## src/rtl/ser_pkg.sv

```systemverilog
package ser_pkg;

   typedef enum logic [1:0] {
      RATE_FULL  = 2'b00,
      RATE_HALF  = 2'b01,
      RATE_QTR   = 2'b10,
      RATE_QTR_B = 2'b11
   } rate_code_e;

   // terminal count of the divider for a given code (period - 1)
   function automatic logic [1:0] rate_last(input logic [1:0] code);
      case (rate_code_e'(code))
         RATE_FULL: rate_last = 2'd0;
         RATE_HALF: rate_last = 2'd1;
         default:   rate_last = 2'd3;
      endcase
   endfunction

endpackage

```

## src/rtl/ser_rate_gen.sv

```systemverilog
module ser_rate_gen
   import ser_pkg::*;
(
   input  logic       clk,
   input  logic       rst_n,
   input  logic [1:0] div_code,
   output logic       stb
);
   logic [1:0] cnt_q;
   logic [1:0] lim;

   assign lim = rate_last(div_code);
   assign stb = (cnt_q >= lim);

   always_ff @(posedge clk) begin
      if (!rst_n)   cnt_q <= 2'd0;
      else if (stb) cnt_q <= 2'd0;
      else          cnt_q <= cnt_q + 2'd1;
   end
endmodule

```

## src/rtl/ser_shift_core.sv

```systemverilog
module ser_shift_core #(
   parameter int NARROW_W = 16,
   parameter int WIDE_W   = 20,
   parameter int REPEAT   = 5
) (
   input  logic              clk,
   input  logic              rst_n,
   input  logic              stb,
   input  logic [WIDE_W-1:0] word_in,
   input  logic              wide_sel,
   input  logic              ovs_en,
   output logic              ser_out,
   output logic              bit_tick,
   output logic              word_req
);
   localparam int IDX_W = $clog2(WIDE_W);
   localparam int REP_W = $clog2(REPEAT);
   localparam logic [IDX_W-1:0] LAST_WIDE   = IDX_W'(WIDE_W - 1);
   localparam logic [IDX_W-1:0] LAST_NARROW = IDX_W'(NARROW_W - 1);
   localparam logic [REP_W-1:0] LAST_REP    = REP_W'(REPEAT - 1);

   logic [WIDE_W-1:0] sh_q,   sh_n;
   logic [IDX_W-1:0]  left_q, left_n;
   logic [REP_W-1:0]  rep_q,  rep_n;
   logic              ovs_q,  ovs_n;
   logic              ser_q,  ser_n;
   logic              at_end, end_n;

   assign at_end = (left_q == '0) && (rep_q == '0);

   always_comb begin
      sh_n   = sh_q;
      left_n = left_q;
      rep_n  = rep_q;
      ovs_n  = ovs_q;
      ser_n  = ser_q;
      if (stb) begin
         if (at_end) begin
            // word boundary: capture data and both selects
            ser_n  = word_in[0];
            sh_n   = word_in >> 1;
            left_n = wide_sel ? LAST_WIDE : LAST_NARROW;
            rep_n  = ovs_en ? LAST_REP : '0;
            ovs_n  = ovs_en;
         end else if (rep_q != '0) begin
            rep_n = rep_q - 1'b1;
         end else begin
            ser_n  = sh_q[0];
            sh_n   = sh_q >> 1;
            left_n = left_q - 1'b1;
            rep_n  = ovs_q ? LAST_REP : '0;
         end
      end
   end

   assign end_n = (left_n == '0) && (rep_n == '0);

   always_ff @(posedge clk) begin
      if (!rst_n) begin
         sh_q     <= '0;
         left_q   <= '0;
         rep_q    <= '0;
         ovs_q    <= 1'b0;
         ser_q    <= 1'b0;
         bit_tick <= 1'b0;
         word_req <= 1'b0;
      end else begin
         sh_q     <= sh_n;
         left_q   <= left_n;
         rep_q    <= rep_n;
         ovs_q    <= ovs_n;
         ser_q    <= ser_n;
         bit_tick <= stb;
         word_req <= stb && end_n;
      end
   end

   assign ser_out = ser_q;
endmodule

```

## src/rtl/lane_serializer.sv

```systemverilog
module lane_serializer #(
   parameter int NARROW_W = 16,
   parameter int WIDE_W   = 20,
   parameter int REPEAT   = 5
) (
   input  logic              clk,
   input  logic              rst_n,
   input  logic [WIDE_W-1:0] word_in,
   input  logic              wide_sel,
   input  logic              ovs_en,
   input  logic [1:0]        div_sel,
   output logic              ser_out,
   output logic              bit_tick,
   output logic              word_req
);
   logic stb;

   generate
      if (NARROW_W < 2 || NARROW_W >= WIDE_W) begin : g_bad_width
         $error("lane_serializer: need 2 <= NARROW_W < WIDE_W");
      end
      if (REPEAT < 2) begin : g_bad_repeat
         $error("lane_serializer: REPEAT must be at least 2");
      end
   endgenerate

   ser_rate_gen u_rate (
      .clk      (clk),
      .rst_n    (rst_n),
      .div_code (div_sel),
      .stb      (stb)
   );

   ser_shift_core #(
      .NARROW_W (NARROW_W),
      .WIDE_W   (WIDE_W),
      .REPEAT   (REPEAT)
   ) u_core (
      .clk      (clk),
      .rst_n    (rst_n),
      .stb      (stb),
      .word_in  (word_in),
      .wide_sel (wide_sel),
      .ovs_en   (ovs_en),
      .ser_out  (ser_out),
      .bit_tick (bit_tick),
      .word_req (word_req)
   );
endmodule

```

## config.mk

```make
export PLATFORM = sky130hd
export DESIGN_NAME = lane_serializer
export DESIGN_NICKNAME = d
export VERILOG_FILES = /design/src/rtl/ser_pkg.sv /design/src/rtl/ser_rate_gen.sv /design/src/rtl/ser_shift_core.sv /design/src/rtl/lane_serializer.sv
export SDC_FILE = /design/constraint.sdc
export NUM_CORES = 1
export LEC_CHECK = 0
export BUFFER_PORTS_ARGS = -buffer_cell sky130_fd_sc_hd__buf_2
export CAP_MARGIN = 25
export CORE_ASPECT_RATIO = 1.5
export CORE_MARGIN = 8
export CORE_UTILIZATION = 30
export DETAILED_ROUTE_END_ITERATION = 7
export PLACE_DENSITY = 0.45
export SLEW_MARGIN = 5
export SYNTH_ARGS = -nofsm -noshare
export SYNTH_HDL_FRONTEND = slang
export SYNTH_SLANG_ARGS = --single-unit
```

## constraint.sdc

```tcl
create_clock -name clk -period 3.8 [get_ports clk]
set_clock_uncertainty 0.2 [all_clocks]
set_input_delay 0.19 -clock clk [delete_from_list [all_inputs] [get_ports clk]]
set_output_delay 0.19 -clock clk [all_outputs]
set_load 0.01 [all_outputs]
```

After elaboration in Yosys (flattened, before gate mapping):

Index checks and enable logic that the tools add are counted.

* flip-flop bits (word level): 34
* bits of input ports: 26
* output and inout port bits: 3

* add/subtract/negate cells: 3
* magnitude comparators: 1
* equal/unequal tests: 2
* muxes and demuxes: 14
* bitwise gates (word level): 1
* reductions and logical operators: 12

Operator list (number)
* $mux 20: 2
* $mux 5: 4
* $mux 3: 5
* $logic_not 5->1: 2
* $logic_not 3->1: 2
* $sub 5x1->5 const B: 1
* $pmux 2 s2: 1
* $reduce_and 2->1: 2
* $logic_and 1x1->1: 3
* $reduce_bool 3->1: 1
* $sub 3x1->3 const B: 1
* $add 2x1->2 const B: 1
* $eq 2x1->1 const B: 1
* $ge 2x2->1: 1
* $logic_not 2->1: 1
* $mux 1: 2
* $ne 2x1->1 const B: 1
* $reduce_or 2->1: 1
* $not 1->1: 1

Logic depth before layout (Yosys ltp):

* depth in word-level cells: 7
* mapped depth: 8
* mapped depth without buffers: 7

By module:

A second synthesis with hierarchy kept.

* cell total of the unflattened synthesis: 167
* area, all modules: 1654.1 um^2

By module, submodules not included
* ser_shift_core: times used 1, cells each 154, area an instance 1526.5 um^2, seq. area each 620.6 um^2
* ser_rate_gen: times used 1, cells each 13, area an instance 127.6 um^2, seq. area each 40.0 um^2

Worst setup path after synthesis:

OpenSTA, ideal clock, no wires.

* path kind: in2reg
* from: input port div_sel[1]
* to: register u_core.word_req
* library setup time: 0.061 ns
* arrival: 1.830 ns
* setup slack: 1.709 ns
* stages on the path: 8
* path buffers: 1
* cell sequence: or2_2 > ha_1 > nand2b_1 > a21oi_1 > clkbuf_1 > nor2_1 > a211oi_1 > and4b_1

* longest elaborated chain between the ends: 7
* elaborated cells between the ends (all ways): 10

Ends and longest elaborated chain
* start: declaration: line lane_serializer.sv:11 `input logic [1:0] div_sel,`
* $eq 2x1->1 or $logic_not 2->1 (tied branches): line ser_pkg.sv:12 `case (rate_code_e'(code))`
* $pmux 2 s2 *: line ser_pkg.sv:12
* $ge 2x2->1 *: line ser_rate_gen.sv:13 `assign stb = (cnt_q >= lim);`
* $mux 5 or $mux 3 (tied branches): line ser_shift_core.sv:37 `if (stb) begin`
* $logic_not 5->1 or $logic_not 3->1 (tied branches): line ser_shift_core.sv:56 `assign end_n = (left_n == '0) && (rep_n == '0);`
* $logic_and 1x1->1: line ser_shift_core.sv:56
* $logic_and 1x1->1 *: line ser_shift_core.sv:74 `word_req <= stb && end_n;`
* end signal: assignment: line ser_shift_core.sv:74
* end: declaration: line ser_shift_core.sv:14 `output logic word_req`

Mark *: on every way between the ends. The rest lies on a longest branch, timed or not.
A chain may end at the register's enable or synchronous reset.

Final worst setup path:

* from: register u_core.left_q[0]
* to: register u_core.sh_q[4]

* longest elaborated chain between the ends: 4
* elaborated cells between the ends (all ways): 5

Ends and longest elaborated chain
* start: declaration: line ser_shift_core.sv:23 `logic [IDX_W-1:0] left_q, left_n;`
* start signal: assignment: line ser_shift_core.sv:69 `left_q <= left_n;`
* $logic_not 5->1 *: line ser_shift_core.sv:29 `assign at_end = (left_q == '0) && (rep_q == '0);`
* $logic_and 1x1->1 *: line ser_shift_core.sv:29
* $ne 2x1->1 (no line)
* $reduce_and 2->1 (no line)
* end signal: assignment: line ser_shift_core.sv:68 `sh_q <= sh_n;`
* end: declaration: line ser_shift_core.sv:22 `logic [WIDE_W-1:0] sh_q, sh_n;`

Marked as above.

==> results.md <==
* Detail Route met2 WL at between 1.5 and 2 mm
* Layout cell share with drive strength beyond 1 at about 20%
* Register share of total power at roughly a third
* CTS tree: yes
* Top routing layer used: met4
* CP required at roughly 3.8 ns
* Final hold violation count at 0
* RSZ-0062 raised after global routing: false
* Initial Utilization at between 30% and 40%
* Pre-Repair DR Iteration Count at 4
* Wire per inst at about 13 um
* Most common flop cell mapped by yosys: dfxtp_1
* M1 wire length at 1.48 mm
* Fin nets at 231
* CP Cell Sequence: inv_1 > ha_1 > nor4b_4 > nand2_1 > buf_4 > mux2i_1 > nand2_1 > o211a_1
* Die width at approximately 76 um
* H-tree depth at 2
* Clock transition at path regs at roughly 0.07 ns
* Static leakage at 1.07 nW
* Post-synthesis cell area at ~1600 um^2
* Antenna violations before repair at 0
* N_diodes at 0
* Fill cells at 560
* Clock share of power at about a fifth
* Area Growth Syn to Fin at 20.6%
* Int Pwr at approximately 1.1 mW
* Tmin final at 2.37 ns
* Placed Instances at approximately 260
* P_sw at 0.664 mW
* Setup violators final at 0
* Clock latency on the worst-skew pair at ~0.28 ns
* Final period util at between 60 and 70%
* Fmax at between 0.4 and 0.5 GHz
* Register area share after synthesis at between 40% and 50%
* Post-Syn Area per Cell at between 9 and 10 um^2
* Crit path max fanout at 11
* Die Y at between 100 and 150 um
* Pre-CTS WS at ~1.3 ns
* PD cells at 892 nW/um^2
* Net Sw Frac at roughly 38%
* Post-DR vias/cell at between 4 and 5
* Clk root buf: clkbuf_8
* Async S/R FF share, synth at 0%
* Remaining antenna violation count after routing at 0
* Final WS setup at between 1 and 1.5 ns
* Critical path arrival at about 2.3 ns
* Gr ovfl total at 0
* Pin count of the biggest net entering global routing at 45
* Total GRT Usage at about 9.3%
* Total Wirelength at between 3 and 4 mm
* Full die area at about 8100 um^2
* Seq cells post-synth at 33
* DP HPWL at ~2.7 mm
* Crit-path most repeated cell: nand2_1
* Post-synth top area cell: dfxtp_1
* Row count at 33
* Cell Count, Final, Fillers Out at between 200 and 300
* Vias in the first global route at ~1400
* Top cell type's share of synthesized area at ~40%
* CTS max path bufs at 2
* Register area at 661 um^2
* Relative slew slack at a little over three fifths
* Ranking of synthesized cells by area: dfxtp_1 (40%), mux2i_1 (13%), o211a_1 (13%), nand2_1 (5.3%), ha_1 (2.3%)
* Residual DRC at 0
* Mapped Nets at roughly 200
* Post-Syn Instances at 173
* Combined area of the multi-input logic cells at between 900 and 1000 um^2
* Design area at 1970 um^2
* Number of distinct library cells after synthesis at 36
* Status: finished, final reports clean
* Most common cell in the netlist: dfxtp_1
* Synth top cells by count: dfxtp_1 (33), nand2_1 (23), mux2i_1 (21), o211a_1 (21)
* I/O Pins at 29
* 1st-iter DRT viols at 76
* Yosys Warn Count at 0
* PortBufs at 28
* Setup crit start kind: flip-flop
* EDFF count, synth at 0
* First-pass GRT wire length at 6.22 mm
* Core area at roughly 5400 um^2
* Met3 wire len at 189 um
* Peak supply drop at 0.380 mV
* Fin Setup TNS at 0 ns
* Crit-path slowest cell: nand2_1
* Slew Limit Fails at 0
* Logic gate share of total power at a little under half
* Post-CTS resize count at 0
* Max-Cap Viols at 0
* CTS sink cnt at 33
* Slew @ Worst Pin at between 0.5 and 0.6 ns
* CP endpoint kind: flip-flop
* Total CTS buffers at 5
* HP Class: input port to flip-flop
* RePlAce Congestion at around 0.9
* Largest stage delay on the critical path at 0.37 ns
* Post-DP Area at 1840 um^2
* Vias at approximately 1300
* Critical path class: flip-flop to flip-flop
==> per-layer routing <==
metal / vias up / track usage [%]
li1: 689 / -
met1: 612 / 9.39
met2: 37 / 16.0
met3: 11 / 3.38
met4: 0 / 5.52
met5: - / 0
==> worst max-delay path, delay by kind of cell (launching register included) <==
kind	cells	cell delay [ns]
buffers and inverters	2	0.43
AND/OR/NAND/NOR	3	0.75
adder cells (fa/ha/maj)	1	0.23
multiplexers	1	0.16
flip-flops	1	0.35
AO/OA/AOI/OAI	1	0.14
==> power groups by stage <==
stage | clock network, mW | logic (mW) | registers [mW]
floorplan | 0 | 0.712 | 0.562
global placement | 0 | 0.836 | 0.585
detailed placement | 0 | 0.856 | 0.588
CTS | 0.353 | 0.860 | 0.581
global route | 0.364 | 0.949 | 0.602
finish | 0.340 | 0.841 | 0.580
==> flip-flops by register name, indices dropped and copies added (netlist names) <==
name             cells
u_core.rep_q         3
u_core.left_q        5
u_core.bit_tick      1
u_core.ser_out       1
u_core.word_req      1
u_core.sh_q         19
u_rate.cnt_q         2
u_core.ovs_q         1
==> cells by family (layout without fill, tap and decap cells) <==
group / count (synthesis) / count (layout) / synth area share (%)
DFF: 33 / 33 / 40.4
and+or+nand+nor: 54 / 54 / 17.8
muxes: 21 / 21 / 12.8
buffers and inverters: 17 / 47 / 4.36
xor gates and xnor gates: 1 / 1 / 0.535
AOI/OAI and AO/OA: 44 / 44 / 21.8
adders and majority gates: 3 / 3 / 2.29
==> layout by cell type, fill, tap and decap left out, drive strengths merged, types with 3 or more instances in the layout <==
cell type,instances
nor2,6
clkbuf,7
a21oi,5
ha,3
mux2i,21
o211a,21
nor2b,5
inv,6
nand3,5
dfxtp,33
buf,31
o21ai,6
nand2,23
a21boi,4
==> metrics by stage <==
| stage | total power [mW] | util (%) | hold slack [ns] |
|---|---|---|---|
| after floorplan | 1.27 | - | 0.135 |
| after global placement | 1.42 | 34.2 | 0.235 |
| after detailed placement | 1.44 | 34.2 | 0.252 |
| after CTS | 1.79 | 36.8 | 0.0384 |
| after global routing | 1.91 | 36.8 | 0.0624 |
| final | 1.76 | 36.8 | 0.0469 |
==> layout make-up <==
type,instances,share of cell area (%)
Sequential cell,33,33.5
Inverter,6,1.14
Tap cell,70,4.44
Clock buffer,7,4.37
Clock inverter,1,1.52
Multi-Input combinational cell,123,45.8
Timing Repair Buffer,33,9.25
==> path summary, 6_finish.rpt <==
| kind | from | endpoint | slack [ns] | cells after the start |
|---|---|---|---|---|
| max | u_core.left_q[0] | u_core.sh_q[4] | 1.43 | 8 |
| min reg2reg | u_rate.cnt_q[0] | u_rate.cnt_q[0] | 0.27 | 1 |
| max reg2reg | u_core.left_q[0] | u_core.sh_q[4] | 1.43 | 8 |
| min | word_in[7] | u_core.sh_q[6] | 0.05 | 4 |
==> timing repair <==
| action | in CTS | in global routing |
|---|---|---|
| endpoints found under the hold margin | 2 | 0 |
| buffers inserted | 0 | 0 |
| hold buffers | 2 | 0 |
No activity file was read; power rests on OpenSTA's default activity.
